==> src/rtl/swcal_pkg.sv <==
package swcal_pkg;
  parameter int unsigned MAP_W = 16;
  localparam int unsigned SEL_W = $clog2(MAP_W);

  typedef enum logic [2:0] {
    ST_IDLE,
    ST_ACCUM,
    ST_EVAL,
    ST_REARM,
    ST_DONE
  } cal_state_e;

  typedef struct packed {
    logic             usable;
    logic             transition;
    logic             any_zero;
    logic [SEL_W-1:0] tap;
  } scan_res_t;

  // Longest run of zeros, center rounded down, lowest run wins ties.
  function automatic scan_res_t scan_map(input logic [MAP_W-1:0] m);
    scan_res_t r;
    int run_lo;
    int run_len;
    int best_lo;
    int best_len;
    run_lo   = 0;
    run_len  = 0;
    best_lo  = 0;
    best_len = 0;
    r.any_zero = 1'b0;
    for (int i = 0; i < int'(MAP_W); i++) begin
      if (!m[i]) begin
        if (run_len == 0) run_lo = i;
        run_len++;
        r.any_zero = 1'b1;
        if (run_len > best_len) begin
          best_len = run_len;
          best_lo  = run_lo;
        end
      end else begin
        run_len = 0;
      end
    end
    r.transition = |m[MAP_W-2:1];
    r.usable     = r.transition & r.any_zero;
    if (r.usable && best_len > 0)
      r.tap = SEL_W'(best_lo + (best_len - 1) / 2);
    else
      r.tap = '0;
    return r;
  endfunction
endpackage

==> src/rtl/cal_edge_counter.sv <==
module cal_edge_counter #(
  parameter int unsigned CNT_W = 16
) (
  input  logic             clk,
  input  logic             rst_n,
  input  logic             clear,
  input  logic             count_en,
  input  logic             pulse,
  input  logic [CNT_W-1:0] limit,
  output logic             reached
);
  logic [CNT_W-1:0] cnt_q;

  assign reached = (cnt_q >= limit);

  always_ff @(posedge clk) begin
    if (!rst_n)                           cnt_q <= '0;
    else if (clear)                       cnt_q <= '0;
    else if (count_en && pulse && !reached) cnt_q <= cnt_q + 1'b1;
  end

  assert_count_step_R3: assert property (@(posedge clk) disable iff (!rst_n)
    (count_en && pulse && !reached && !clear) |=> (cnt_q == $past(cnt_q) + 1'b1));

  assert_count_clear_R3: assert property (@(posedge clk) disable iff (!rst_n)
    clear |=> (cnt_q == '0));
endmodule

==> src/rtl/cal_map_scan.sv <==
module cal_map_scan
  import swcal_pkg::*;
(
  input  logic [MAP_W-1:0] map,
  output logic             usable,
  output logic             transition,
  output logic [SEL_W-1:0] tap
);
  scan_res_t res;

  always_comb begin
    res        = scan_map(map);
    usable     = res.usable;
    transition = res.transition;
    tap        = res.tap;
  end
endmodule

==> src/rtl/strobe_window_cal.sv <==
module strobe_window_cal
  import swcal_pkg::*;
#(
  parameter int unsigned CNT_W = 16
) (
  input  logic             clk,
  input  logic             rst_n,
  input  logic             start,
  input  logic             edge_pulse,
  input  logic [CNT_W-1:0] edge_limit,
  input  logic [MAP_W-1:0] hazard_map,
  output logic             det_enable,
  output logic             zoom_fine,
  output logic [SEL_W-1:0] tap_sel,
  output logic             done,
  output logic             fail
);
  cal_state_e       state_q;
  logic             reached;
  logic             scan_usable;
  logic             scan_transition;
  logic [SEL_W-1:0] scan_tap;

  // Named events for the checks below.
  logic accept_start;
  logic eval_fire;
  logic retry_fire;
  logic fail_fire;
  logic ok_fire;
  logic cnt_clear;

  assign accept_start = start && (state_q == ST_IDLE || state_q == ST_DONE);
  assign eval_fire    = (state_q == ST_EVAL);
  assign ok_fire      = eval_fire && scan_usable;
  assign retry_fire   = eval_fire && !scan_usable && zoom_fine;
  assign fail_fire    = eval_fire && !scan_usable && !zoom_fine;
  assign cnt_clear    = accept_start || (state_q == ST_REARM);

  cal_edge_counter #(.CNT_W(CNT_W)) u_cnt (
    .clk      (clk),
    .rst_n    (rst_n),
    .clear    (cnt_clear),
    .count_en (state_q == ST_ACCUM),
    .pulse    (edge_pulse),
    .limit    (edge_limit),
    .reached  (reached)
  );

  cal_map_scan u_scan (
    .map        (hazard_map),
    .usable     (scan_usable),
    .transition (scan_transition),
    .tap        (scan_tap)
  );

  always_ff @(posedge clk) begin
    if (!rst_n) begin
      state_q    <= ST_IDLE;
      det_enable <= 1'b0;
      zoom_fine  <= 1'b1;
      tap_sel    <= '0;
      done       <= 1'b0;
      fail       <= 1'b0;
    end else begin
      unique case (state_q)
        ST_IDLE, ST_DONE: begin
          if (accept_start) begin
            state_q    <= ST_ACCUM;
            det_enable <= 1'b1;
            zoom_fine  <= 1'b1;
            done       <= 1'b0;
            fail       <= 1'b0;
          end
        end
        ST_ACCUM: begin
          if (reached) state_q <= ST_EVAL;
        end
        ST_EVAL: begin
          det_enable <= 1'b0;
          if (ok_fire) begin
            state_q <= ST_DONE;
            tap_sel <= scan_tap;
            done    <= 1'b1;
          end else if (retry_fire) begin
            state_q   <= ST_REARM;
            zoom_fine <= 1'b0;
          end else begin
            state_q <= ST_DONE;
            tap_sel <= '0;
            done    <= 1'b1;
            fail    <= 1'b1;
          end
        end
        ST_REARM: begin
          state_q    <= ST_ACCUM;
          det_enable <= 1'b1;
        end
        default: state_q <= ST_IDLE;
      endcase
    end
  end

  assert_start_arms_R2: assert property (@(posedge clk) disable iff (!rst_n)
    accept_start |=> (det_enable && zoom_fine && !done && !fail));

  assert_done_quiet_R8: assert property (@(posedge clk) disable iff (!rst_n)
    done |-> !det_enable);

  assert_done_hold_R8: assert property (@(posedge clk) disable iff (!rst_n)
    (done && !start) |=> (done && $stable(tap_sel) && $stable(zoom_fine)));

  assert_fail_zero_R7: assert property (@(posedge clk) disable iff (!rst_n)
    fail |-> (done && tap_sel == '0));

  assert_retry_drop_R6: assert property (@(posedge clk) disable iff (!rst_n)
    retry_fire |=> (!det_enable && !zoom_fine));

  assert_retry_rearm_R6: assert property (@(posedge clk) disable iff (!rst_n)
    retry_fire |=> ##1 det_enable);

  assert_tap_clean_R4: assert property (@(posedge clk) disable iff (!rst_n)
    ok_fire |-> (scan_transition && !hazard_map[scan_tap]));

  assert_busy_start_R9: assert property (@(posedge clk) disable iff (!rst_n)
    (start && state_q == ST_ACCUM && !reached) |=> (state_q == ST_ACCUM));

  assert_coarse_fail_R7: assert property (@(posedge clk) disable iff (!rst_n)
    fail_fire |=> (fail && !zoom_fine));
endmodule

==> config.mk <==
export PLATFORM = sky130hd
export DESIGN_NAME = strobe_window_cal
export DESIGN_NICKNAME = d
export VERILOG_FILES = /design/src/rtl/swcal_pkg.sv /design/src/rtl/cal_edge_counter.sv /design/src/rtl/cal_map_scan.sv /design/src/rtl/strobe_window_cal.sv
export SDC_FILE = /design/constraint.sdc
export NUM_CORES = 1
export LEC_CHECK = 0
export CAP_MARGIN = 20
export CORE_ASPECT_RATIO = 1.1
export CORE_MARGIN = 1
export CORE_UTILIZATION = 25
export DETAILED_ROUTE_END_ITERATION = 10
export PLACE_DENSITY_LB_ADDON = 0.15
export SLEW_MARGIN = 20
export SYNTH_ARGS = -nofsm -noshare
export SYNTH_HDL_FRONTEND = slang
export SYNTH_SLANG_ARGS = --single-unit
==> constraint.sdc <==
create_clock -name clk -period 74.1 [get_ports clk]
set_input_delay 14.82 -clock clk [delete_from_list [all_inputs] [get_ports clk]]
set_output_delay 14.82 -clock clk [all_outputs]
set_load 0.005 [all_outputs]
After elaboration in Yosys (flattened, before gate mapping)
Index checks and enable logic that the tools add are counted.
{ "word_totals": {"input_bits": 36, "register_bits": 27, "wordCells": 241} }
{ "classes": {"addsub": 19, "magnitude_cmp": 17, "reduce_logical": 38, "n_eq_ne": 11, "n_mux": 146, "bitwise_logic": 3} }
{ "ops": {"columns": ["operator", "count"], "rows": [
  ["$mux W32", 44],
  ["$logic_not A32 Y1", 15],
  ["$add A32 B2 Y32 const B", 14],
  ["$gt A32 B32 Y1", 14],
  ["$mux W4", 68],
  ["$gt A32 B1 Y1 const B", 1],
  ["$gt A32 B2 Y1", 1],
  ["$sub A32 B2 Y32 const B", 1],
  ["$mux W1", 25],
  ["$add A16 B1 Y16 const B", 1],
  ["$ge A16 B16 Y1", 1],
  ["$reduce_or A14 Y1", 1],
  ["$mux W3", 4],
  ["$pmux W3 S4", 1],
  ["$ne A2 B2 Y1 const B", 4],
  ["$reduce_and A4 Y1", 2],
  ["$logic_and A1 B1 Y1", 7],
  ["$eq A3 B2 Y1 const B", 2],
  ["$pmux W1 S2", 3],
  ["$reduce_and A2 Y1", 3],
  ["$add A4 B1 Y4", 1],
  ["$add A4 B4 Y4", 1],
  ["$ne A2 B1 Y1 const B", 2],
  ["$reduce_or A2 Y1", 2],
  ["13 further kinds", 16]
]} }

Logic depth before layout (Yosys ltp)
Gate-level depths: netlist of run 1.
{ "depth": {"depth_word": 53, "depth_mapped": 152, "mapped_depth_nobuf": 141} }

By module
From an unflattened synthesis of run 1, not the netlist that was laid out.
{ "unflattened": {"hier_cells": 1425, "hier_area_um2": 9954.5} }
{ "by_module_without_submodules": {"columns": ["module", "instances", "cells_each", "area_each_um2", "seq_area_each_um2"], "rows": [
  ["cal_map_scan", 1, 1226, 8296.7, 0.0],
  ["cal_edge_counter", 1, 145, 1187.4, 320.3],
  ["strobe_window_cal", 1, 54, 470.5, 220.2]
]} }

Worst setup path before layout of run 1
OpenSTA, ideal clock, no wires.
{ "synth_timing": {"kind": "input-to-reg", "startpoint": "in hazard_map[1]", "endpoint": "reg tap_sel[3]", "arrival_ns": 38.677, "setup_slack_ns": 35.300, "path_stages": 127, "t_required_ns": 73.977, "path_cell_list": "inv_1 ha_1 inv_1 ha_1 nor2b_1 ha_1 xnor2_1 ha_1 o2111a_1 a211oi_4 mux2i_1 o211a_1 nor2_1 o31a_1 ha_1 o311ai_0 a31oi_1 a41oi_1 [... 91 more ...] nand2b_1 a31oi_1 a21oi_1 o41ai_2 o211ai_2 nand3_4 mux2i_1 ha_1 nor2_1 o2111ai_1 nand2_1 ha_1 a21o_1 a21o_1 or3_1 and3_1 a311oi_1 o21ai_1"} }
{ "synth_via": {"elab_chain_len": 50, "word_cells_on_any_way": 179} }
{ "synth_lines": {"columns": ["element", "line", "rtl"], "rows": [
  ["start, declared", "strobe_window_cal.sv:11", "input logic [MAP_W-1:0] hazard_map,"],
  ["$mux W32", "swcal_pkg.sv:33", "if (!m[i]) begin"],
  ["$add A32 B2 Y32", "swcal_pkg.sv:35", "run_len++;"],
  ["$gt A32 B32 Y1", "swcal_pkg.sv:37", "if (run_len > best_len) begin"],
  ["$mux W32", "swcal_pkg.sv:37", null],
  ["$mux W32", "swcal_pkg.sv:33", null],
  ["$gt A32 B32 Y1", "swcal_pkg.sv:37", null],
  ["$mux W32", "swcal_pkg.sv:37", null],
  ["$mux W32", "swcal_pkg.sv:33", null],
  ["[... 34 more ...]", null, null],
  ["$mux W32", "swcal_pkg.sv:37", null],
  ["$mux W32", "swcal_pkg.sv:33", null],
  ["$sub A32 B2 Y32", "swcal_pkg.sv:48", "r.tap = SEL_W'(best_lo + (best_len - 1) / 2);"],
  ["$and A1 B1 Y1 (no source line)", null, null],
  ["$add A4 B1 Y4 (no source line)", null, null],
  ["$add A4 B4 Y4", "swcal_pkg.sv:48", null],
  ["$mux W4", "swcal_pkg.sv:47", "if (r.usable && best_len > 0)"],
  ["$mux W4", "strobe_window_cal.sv:80", "if (ok_fire) begin"],
  ["end signal, assigned", "strobe_window_cal.sv:82", "tap_sel <= scan_tap;"],
  ["end, declared", "strobe_window_cal.sv:14", "output logic [SEL_W-1:0] tap_sel,"]
]} }
Several ways; a longest one is shown, not always the timed one. The select of a mux whose other input is x is not followed.
A chain may end at the register's enable or synchronous reset.

Worst setup path after layout of run 1
Ends and elaborated chain as after synthesis.

==> key figures, run 1 <==
Drt
  • Drt first pass iters: 5
  • Final wirelength: 30400 um
  • ANT nets after route: 0
  • Detailed-route via count: 10100
  • 1st-iter DRT viols: 584
  • Vias per std cell: 5.12
  • Residual DRC: 0
  • Mean routed wirelength per cell: 15.4 um

Synth
  • Library cells used by synthesis: 111
  • Top post-synthesis cells by count: 142 x nor2_1, 131 x ha_1, 106 x nand2_1, 100 x inv_1, 89 x o21ai_0
  • Top-area cell type share of the netlist area: 16.6%
  • Seq/Total Area, Yosys: 5.46%
  • Mapped Area: 9900 um2
  • Cells after Synth: 1411
  • EDFF count, synth: 0
  • Yosys warnings: 0
  • Top FF cell, synth: dfxtp_1
  • Cell taking the most area after synthesis: ha_1
  • Ys async rst share: 0%
  • Count leader, synth: nor2_1
  • Synth top area cells: ha_1 17%, dfxtp_1 5.5%, nor2_1 5.4%
  • Seq cells post-synth: 27
  • Mean Syn Cell Area: 7.01 um2

Setup path
  • Crit path top cell by count: ha_1
  • WS Path Type: in -> reg
  • CP Launch Type: input pin
  • Crit-path max FO: 20
  • Worst path slowest cell: o21ai_1
  • Worst path max stage delay: 700 ps
  • Crit. End Element: register
  • WP data required: 74250 ps
  • Worst path arrival time: 43200 ps

Global routing
  • Initial antenna violation count: 0
  • Pin count of the biggest net entering global routing: 21
  • GR Overflow Total: 0
  • Vias in the first global route: 9706
  • GRT Total Usage: 14.9%
  • Global-route wire length before repair: 50200 um

Placement
  • Post-Place Setup Slack: 31030 ps
  • Input/output buffers: 43
  • RePlAce Congestion: 0.823
  • Dpl hpwl: 25200 um
  • Placed inst area: 11000 um2

Outcome
  • Outcome: complete, no violations

Die
  • Full die area: 40400 um2
  • Starting density of the core: 25.3%
  • Row count: 76
  • Die Ht: 211 um
  • Core area: 39100 um2
  • # IOs: 44
  • Die W: 192 um

Power
  • Sequential cell fraction of total power: 9.5%
  • Comb pwr share: 82.9%
  • P_sw: 0.0000893 W
  • Clk pwr share: 7.5%
  • Sw Ratio: 54.1%
  • Max IR drop VDD: 12.7 uV
  • PD cells: 14.9 nW/um2
  • Leak: 4.72 nW
  • P_int: 0.0000758 W
  • Total power: 0.000165 W

Layout
  • Post-layout instance area: 11100 um2
  • Number of nets in the layout: 1637
  • Post-layout util: 28.3%
  • Diodes inserted: 0
  • Area grow syn2layout: 11.8%
  • Fill cell count: 4312
  • Share of post-route cells with drive strength above 1: 6.07%

STA
  • Tmin final: 43050 ps
  • Final hold vios: 0
  • Crit share post-route: 58.1%
  • RSZ-0062 raised after global routing: no
  • Max Slew Vio Count: 0
  • Final setup fails: 0
  • Slew HR: 31.2%
  • Setup TNS: 0 ps
  • F_max: 23.2 MHz
  • Worst slew pin tran: 1020 ps
  • Final Skew: 2.14 ps
  • Post-route setup slack: 31050 ps

Clock tree
  • Setup bufs post-CTS: 0
  • Clk_lat worst skew: 270 ps
  • CTS tree: yes
  • CTS Buf Count: 3
  • # hold bufs at CTS: 0
  • Sink Count: 27
  • CTS root buffer: clkbuf_16
  • CTS H-tree lvls: 1
  • Resize count post-CTS: 0
  • Maximum root-to-sink buffer count: 2
  • Clock transition at path regs: 60 ps

Worst hold path
  • Hold Path Class: reg -> reg

Run
  • Max-Cap Viols: 0
## power by group through the flow
| stage | clock [W] | sequential, W | combinational (W) |
|---|---|---|---|
| after floorplan | 0 | 0.0000159 | 0.000105 |
| after global placement | 0 | 0.0000161 | 0.000136 |
| after detailed placement | 0 | 0.0000161 | 0.000135 |
| after CTS | 0.0000128 | 0.0000158 | 0.000136 |
| after global routing | 0.0000133 | 0.0000159 | 0.000154 |
| final | 0.0000124 | 0.0000157 | 0.000137 |
## cell usage in the layout (no fill, tap or decap), types with 6 or more instances in the layout
| cell | instances |
|---|---|
| a211oi_1 | 12 |
| a21o_1 | 20 |
| a21oi_1 | 88 |
| a311oi_1 | 9 |
| a31oi_1 | 25 |
| and2_1 | 11 |
| and3_1 | 19 |
| and4_1 | 6 |
| clkdlybuf4s50_1 | 43 |
| conb_1 | 64 |
| dfxtp_1 | 27 |
| ha_1 | 131 |
| inv_1 | 100 |
| maj3_1 | 6 |
| mux2_2 | 8 |
| mux2i_1 | 37 |
| nand2_1 | 106 |
| nand2b_1 | 40 |
| nand3_1 | 57 |
| nand4_1 | 20 |
| nor2_1 | 142 |
| nor2b_1 | 24 |
| nor3_1 | 41 |
| nor4_1 | 14 |
| o2111ai_1 | 11 |
| o211ai_1 | 10 |
| o21a_1 | 10 |
| o21ai_0 | 89 |
| o21ai_1 | 10 |
| o311ai_0 | 6 |
| o31ai_1 | 10 |
| or2_2 | 19 |
| or3_1 | 9 |
| xnor2_1 | 53 |
| xor2_1 | 39 |
## area by class of cell
cell class	instances	area, um2	share of cell area, %
clock buffers	4	78.8	0.712
inverters	100	375	3.39
multi-input cells	1288	8970	81.0
flip-flops and latches	27	541	4.89
well taps	507	634	5.73
repair buffers	48	468	4.23
## cells by family after synthesis
family / count (synthesis) / synth area share (%)
mux: 50 / 5.35
fa+ha+maj: 142 / 17.9
simple gates: 545 / 28.5
buf+inv: 158 / 6.35
flops: 27 / 5.46
compound gates: 395 / 28.2
xor+xnor: 92 / 8.14
other cells: 2 / 0.0759
## per-layer routing
layer  track usage [%]  wire (um)
met1              20.4      14800
met3             0.316        529
met4              1.86        197
met5                 0          0
met2              26.5      14900
## worst max-delay path, delay by kind of cell
| family | cells | cell delay [ps] |
|---|---|---|
| compound gates | 54 | 13650 |
| simple gates | 34 | 7090 |
| fa+ha+maj | 17 | 4970 |
| buf+inv | 7 | 1280 |
| mux | 4 | 1150 |
| xor+xnor | 1 | 230 |
## final timing paths
path                      to  slack (ps)  depth (start not counted)            from
max               tap_sel[3]       31050                        117   hazard_map[1]
min               det_enable         450                          2      det_enable
max reg2reg  u_cnt.cnt_q[13]       69270                         27  u_cnt.cnt_q[0]
min reg2reg       det_enable         450                          2      det_enable
## flip-flops by register name (all words and copies together), names as in the netlist
signal and flops:
u_cnt.cnt_q 16, det_enable 1, tap_sel 4, zoom_fine 1, done 1, fail 1, state_q 3
## metrics by stage
stage | hold slack [ps] | cells
2_1_floorplan | 453 | 1473
4_1_cts | 460 | 1974
6_report | 455 | 1974
3_3_place_gp | 449 | 1970
5_1_grt | 482 | 1974
3_5_place_dp | 451 | 1970
No activity file was read; power rests on OpenSTA's default activity.
==> inputs of run 2 (changes only) <==
==> constraint.sdc (replaced) <==
create_clock -name clk -period 35.6 [get_ports clk]
set_input_delay 7.12 -clock clk [delete_from_list [all_inputs] [get_ports clk]]
set_output_delay 7.12 -clock clk [all_outputs]
set_load 0.005 [all_outputs]
==> run 2 against run 1 <==
Hold slack improved by 3.0 ps. Clock power rose by 110%. Register-to-register slack got worse by 38000 ps. Utilization rose by 0.38 points. Critical endpoint unchanged. Largest cell class unchanged.
==> key figures, run 2 (synthesized netlist as in run 1, its figures left out) <==
Power
  • PD cells: 31.4 nW/um2 (+110%)
  • Max IR drop VDD: 26.4 uV (+110%)
  • Total power: 0.000353 W (+110%)
  • Leak: 4.79 nW (+1.4%)

Clock tree
  • Maximum root-to-sink buffer count: 2 (unchanged)
  • Clock transition at path regs: 60 ps (about the same)
  • CTS H-tree lvls: 1 (unchanged)
  • Sink Count: 27 (unchanged)
  • # hold bufs at CTS: 0 (unchanged)
  • CTS root buffer: clkbuf_16
  • Clk_lat worst skew: 260 ps (about the same)
  • CTS tree: yes
  • CTS Buf Count: 3 (unchanged)

Layout
  • Fill cell count: 4268 (-1.0%)
  • Biggest register: u_cnt.cnt_q
  • Share of post-route cells with drive strength above 1: 7.11% (+1.0 points)
  • Most common cell after layout, fill and taps aside: nor2_1
  • Commonest non-fill, non-tap cells in the layout: 142 x nor2_1, 131 x ha_1, 106 x nand2_1, 100 x inv_1
  • Biggest regs: u_cnt.cnt_q (16), tap_sel (4), state_q (3)
  • Number of nets in the layout: 1646 (+0.55%)
  • Area grow syn2layout: 13.3%
  • Area of the multi-input gates: 9040 um2 (+0.77%)
  • Final cell count without fillers: 1983 (+0.46%)
  • Diodes inserted: 0 (unchanged)
  • Register area: 541 um2 (unchanged)
  • Max FFs per register: 16 (unchanged)

Setup path
  • Worst path slowest cell: a311o_1
  • Worst path top cell family by delay: compound AO/OA/AOI/OAI gates
  • Reg-to-Reg Start: u_cnt.cnt_q[0]
  • Reg2Reg Depth: 27 (unchanged)
  • Crit-path max FO: 19 (-5.0%)
  • Worst path arrival time: 33540 ps (-9660 ps)
  • WS Path Type: in -> reg
  • Critical Path Start: hazard_map[1]
  • Worst r2r dst: u_cnt.cnt_q[13]
  • WP data required: 35750 ps (-38500 ps)
  • R2R setup slack: 30780 ps (-38490 ps)
  • CP Launch Type: input pin
  • Worst setup endpoint: tap_sel[3]
  • Worst path max stage delay: 530 ps (-170 ps)
  • Crit. End Element: register
  • Crit path top cell by count: ha_1
  • Crit path buf inv count: 8 (+1)
  • Total stage count of the critical path: 124 (+6.0%)

Drt
  • Final wirelength: 30900 um (+1.6%)
  • Residual DRC: 0 (unchanged)
  • Drt first pass iters: 7 (+2)
  • Vias per std cell: 5.12 (about the same)
  • Mean routed wirelength per cell: 15.6 um (+1.2%)
  • Detailed-route via count: 10100 (+0.36%)
  • 1st-iter DRT viols: 453 (-22%)
  • ANT nets after route: 0 (unchanged)

STA
  • Final setup fails: 0 (unchanged)
  • Final hold vios: 0 (unchanged)
  • RSZ-0062 raised after global routing: no
  • Setup TNS: 0 ps (unchanged)
  • Max Slew Vio Count: 0 (unchanged)
  • Tmin final: 33390 ps
  • Worst slew pin tran: 987 ps (-37.7 ps)
  • Final Skew: 2.39 ps (+0.255 ps)
  • F_max: 29.9 MHz
  • Crit share post-route: 93.8%
  • Slew HR: 33.7% (+2.5 points)

Placement
  • Dpl hpwl: 25400 um (+0.89%)
  • Input/output buffers: 43 (unchanged)
  • RePlAce Congestion: 0.830 (+0.92%)
  • Dpl cells: 1970 (unchanged)

Die
  • Die W: 192 um (unchanged)
  • Starting density of the core: 25.3% (unchanged)
  • Row count: 76 (unchanged)
  • Die Ht: 211 um (unchanged)
  • # IOs: 44 (unchanged)
  • Full die area: 40400 um2 (unchanged)
  • Core area: 39100 um2 (unchanged)

Global routing
  • Pin count of the biggest net entering global routing: 21 (unchanged)
  • Global-route wire length before repair: 50300 um (+0.29%)
  • GRT Total Usage: 15.0% (+0.056 points)
  • Vias in the first global route: 9773 (+0.69%)
  • Initial antenna violation count: 0 (unchanged)
  • GR Overflow Total: 0 (unchanged)

Run
  • Max-Cap Viols: 0 (unchanged)

Outcome
  • Outcome: complete, no violations

Worst hold path
  • Hold Path Class: reg -> reg
  • Hold path start: done
-- run 2: cell count changes in the layout (fill, tap and decap cells not counted), moves of 2 or more --
cell,change
nand2_2,-2
nor2_2,-2
o21ai_0,-2
nand2_4,+2
nor2_4,+2
buf_4,+8
-- run 2: through the flow --
stage | setup WS, ps | utilization (%) | hold WS [ps] | cell area (um2)
2_1_floorplan | 4500 | - | 453 | 10100
3_3_place_gp | 293 | 28.1 | 448 | 11000
6_report | 2210 | 28.7 | 458 | 11200
5_1_grt | 90.2 | 28.7 | 489 | 11200
4_1_cts | 77.1 | 28.3 | 462 | 11100
3_5_place_dp | -85.0 | 28.1 | 453 | 11000
-- run 2: routing by layer --
layer	wire, um	global-route usage, %
met1	15000	20.1
met2	14800	26.3
met3	713	0.581
met4	437	3.04
met5	0	0
-- run 2: what timing repair did --
item | 4_1_cts | 5_1_grt
endpoints found under the setup margin | 0 | 4
buffers inserted | 0 | 9
resized for setup | 0 | 16
-- run 2: final cells by class --
class | count | area share, %
Sequential cell | 27 | 4.82
Tap cell | 507 | 5.66
Multi-Input combinational cell | 1288 | 80.6
Clock buffer | 4 | 0.703
Timing Repair Buffer | 57 | 4.89
Inverter | 100 | 3.35
-- run 2: report_power, final --
part / switching [W] / leakage [nW] / internal, W
Clock: 0.0000103 / 0.0382 / 0.0000153
Combinational: 0.000179 / 4.53 / 0.000115
Sequential: 0.00000112 / 0.219 / 0.0000316
Total: 0.000190 / 4.79 / 0.000162
-- run 2: how the worst min path moves through the flow --
stage | end | slack [ps] | cells past startpoint
4_1_cts | done | 460 | 2
6_report | done | 460 | 2
5_1_grt | done | 490 | 2
3_3_place_gp | done | 450 | 2
3_5_place_dp | done | 450 | 2
2_1_floorplan | det_enable | 450 | 2
-- run 2: tightest hold or removal path, stage by stage (launching register included) --
cell	delay [ps]
dfxtp_1	310
nand2_1	50
a21oi_1	50
==> inputs of run 3 (changes only) <==
--- a/config.mk
+++ b/config.mk
@@ -9,8 +9,10 @@
 export CORE_ASPECT_RATIO = 1.1
 export CORE_MARGIN = 1
 export CORE_UTILIZATION = 25
+export CTS_CLUSTER_DIAMETER = 40
 export DETAILED_ROUTE_END_ITERATION = 10
 export PLACE_DENSITY_LB_ADDON = 0.15
+export SETUP_SLACK_MARGIN = 0.3
 export SLEW_MARGIN = 20
 export SYNTH_ARGS = -nofsm -noshare
 export SYNTH_HDL_FRONTEND = slang
==> run 3 against run 2 <==
Via count barely moved. Register-to-register slack is essentially flat. Design area up 0.17%. Maximum frequency rose by 0.62%. Combinational power about the same. Setup slack gained 210 ps. Sequential cell count unchanged. Utilization about the same. Critical path depth rose by 1.
==> key figures, run 3 (synthesized netlist as in run 1, its figures left out) <==
Setup path
  • Crit path buf inv count: 8 (unchanged)
  • Crit-path max FO: 19 (unchanged)
  • Worst path max stage delay: 530 ps (about the same)
  • Crit. End Element: register
  • Worst path slowest cell: a311o_1
  • CP Launch Type: input pin
  • Worst path arrival time: 33340 ps (-200 ps)
  • WP data required: 35750 ps (about the same)
  • Crit path top cell by count: ha_1
  • WS Path Type: in -> reg
  • R2R setup slack: 30780 ps (about the same)
  • Worst path top cell family by delay: compound AO/OA/AOI/OAI gates

Clock tree
  • Clock transition at path regs: 60 ps (about the same)
  • Clk_lat worst skew: 260 ps (about the same)
  • CTS H-tree lvls: 1 (unchanged)
  • CTS root buffer: clkbuf_16
  • Sink Count: 27 (unchanged)
  • CTS Buf Count: 3 (unchanged)
  • Maximum root-to-sink buffer count: 2 (unchanged)
  • CTS tree: yes

Layout
  • Biggest regs: u_cnt.cnt_q (16), tap_sel (4), state_q (3)
  • Register area: 541 um2 (unchanged)
  • Area of the multi-input gates: 9040 um2 (about the same)
  • Diodes inserted: 0 (unchanged)
  • Commonest non-fill, non-tap cells in the layout: 142 x nor2_1, 131 x ha_1, 106 x nand2_1, 100 x inv_1, 87 x o21ai_0
  • Share of post-route cells with drive strength above 1: 7.31% (+0.19 points)
  • Most common cell after layout, fill and taps aside: nor2_1
  • Number of nets in the layout: 1648 (+0.12%)
  • Fill cell count: 4269 (+0.023%)
  • Post-layout instance area: 11200 um2 (+0.17%)
  • Biggest register: u_cnt.cnt_q
  • Area grow syn2layout: 13.5%
  • Max FFs per register: 16 (unchanged)

Run
  • Max-Cap Viols: 0 (unchanged)

Die
  • Die Ht: 211 um (unchanged)
  • Core area: 39100 um2 (unchanged)
  • Starting density of the core: 25.3% (unchanged)
  • Full die area: 40400 um2 (unchanged)
  • Die W: 192 um (unchanged)
  • Row count: 76 (unchanged)
  • # IOs: 44 (unchanged)

STA
  • RSZ-0062 raised after global routing: no
  • Crit share post-route: 93.2% (-0.58 points)
  • Final setup fails: 0 (unchanged)
  • F_max: 30.1 MHz (+0.62%)
  • Worst slew pin tran: 1020 ps (+30.6 ps)
  • Final Skew: 2.39 ps (-0.000950 ps)
  • Tmin final: 33180 ps (-206 ps)
  • Slew HR: 31.7% (-2.1 points)
  • Max Slew Vio Count: 0 (unchanged)
  • Final hold vios: 0 (unchanged)
  • Fin Hold WS: 458 ps (unchanged)

Power
  • P_sw: 0.000191 W (+0.12%)
  • Comb pwr share: 83.5% (about the same)
  • Sw Ratio: 53.9% (-0.089 points)
  • Sequential cell fraction of total power: 9.3% (about the same)
  • Max IR drop VDD: 26.4 uV (about the same)
  • P_int: 0.000163 W (+0.48%)
  • Clk pwr share: 7.2% (about the same)
  • PD cells: 31.5 nW/um2 (+0.12%)
  • Leak: 4.80 nW (+0.20%)

Global routing
  • Global-route wire length before repair: 50300 um (unchanged)
  • Initial antenna violation count: 0 (unchanged)
  • GRT Total Usage: 15.0% (unchanged)
  • GR Overflow Total: 0 (unchanged)
  • Vias in the first global route: 9773 (unchanged)
  • Pin count of the biggest net entering global routing: 21 (unchanged)

Drt
  • ANT nets after route: 0 (unchanged)
  • Detailed-route via count: 10200 (+0.069%)
  • Drt first pass iters: 8 (+1)
  • Final wirelength: 30900 um (-0.18%)
  • Mean routed wirelength per cell: 15.5 um (-0.28%)
  • 1st-iter DRT viols: 496 (+9.5%)
  • Vias per std cell: 5.11 (about the same)
  • Residual DRC: 0 (unchanged)

Placement
  • Input/output buffers: 43 (unchanged)
  • Dpl hpwl: 25400 um (unchanged)
  • Placed inst area: 11000 um2 (unchanged)
  • RePlAce Congestion: 0.830 (unchanged)

Worst hold path
  • Hold Path Class: reg -> reg

Outcome
  • Outcome: complete, no violations
-- run 3: worst paths after layout --
kind	from	to	cells past startpoint
setup reg to reg	u_cnt.cnt_q[0]	u_cnt.cnt_q[13]	27
hold reg to reg	done	done	2
hold / removal	done	done	2
setup / recovery	hazard_map[1]	tap_sel[3]	125
-- run 3: stage by stage --
step	util (%)	setup WS, ps	setup TNS, ps	instances	power [W]
CTS	28.3	403	0	1974	0.000344
global placement	28.1	293	0	1970	0.000317
global route	28.7	310	0	1985	0.000391
detailed placement	28.1	-85.0	-85.0	1970	0.000315
finish	28.7	2420	0	1985	0.000354
floorplan	-	4500	0	1473	0.000252
-- run 3: area by class of cell --
| class | count | share of cell area, % |
|---|---|---|
| tap | 507 | 5.65 |
| clock buffer | 4 | 0.702 |
| sequential | 27 | 4.81 |
| multi-input combinational | 1288 | 80.5 |
| inverter | 100 | 3.34 |
| timing repair buffer | 59 | 5.01 |
-- run 3: timing repair --
action,in CTS,in global routing
gates resized for setup,1,16
hold buffers,0,0
pin swaps,0,4
endpoints found under the setup margin,1,4
setup buffers,0,11
-- run 3: power groups by stage --
stage	Combinational (W)	Clock, W	Sequential [W]
3_5_place_dp	0.000282	0	0.0000334
5_1_grt	0.000330	0.0000280	0.0000330
6_report	0.000295	0.0000256	0.0000327
3_3_place_gp	0.000283	0	0.0000334
2_1_floorplan	0.000219	0	0.0000332
4_1_cts	0.000284	0.0000272	0.0000327
-- run 3: metal layers --
layer | track usage [%] | wire (um) | vias up
met2 | 26.3 | 14800 | 151
met4 | 3.04 | 473 | 0
met1 | 20.1 | 15000 | 4730
li1 | - | - | 5237
met3 | 0.581 | 641 | 35
met5 | 0 | 0 | -
-- run 3: worst min-delay path: stages (launching register included) --
cell	delay [ps]
dfxtp_1	310
nand2_1	50
a21oi_1	50
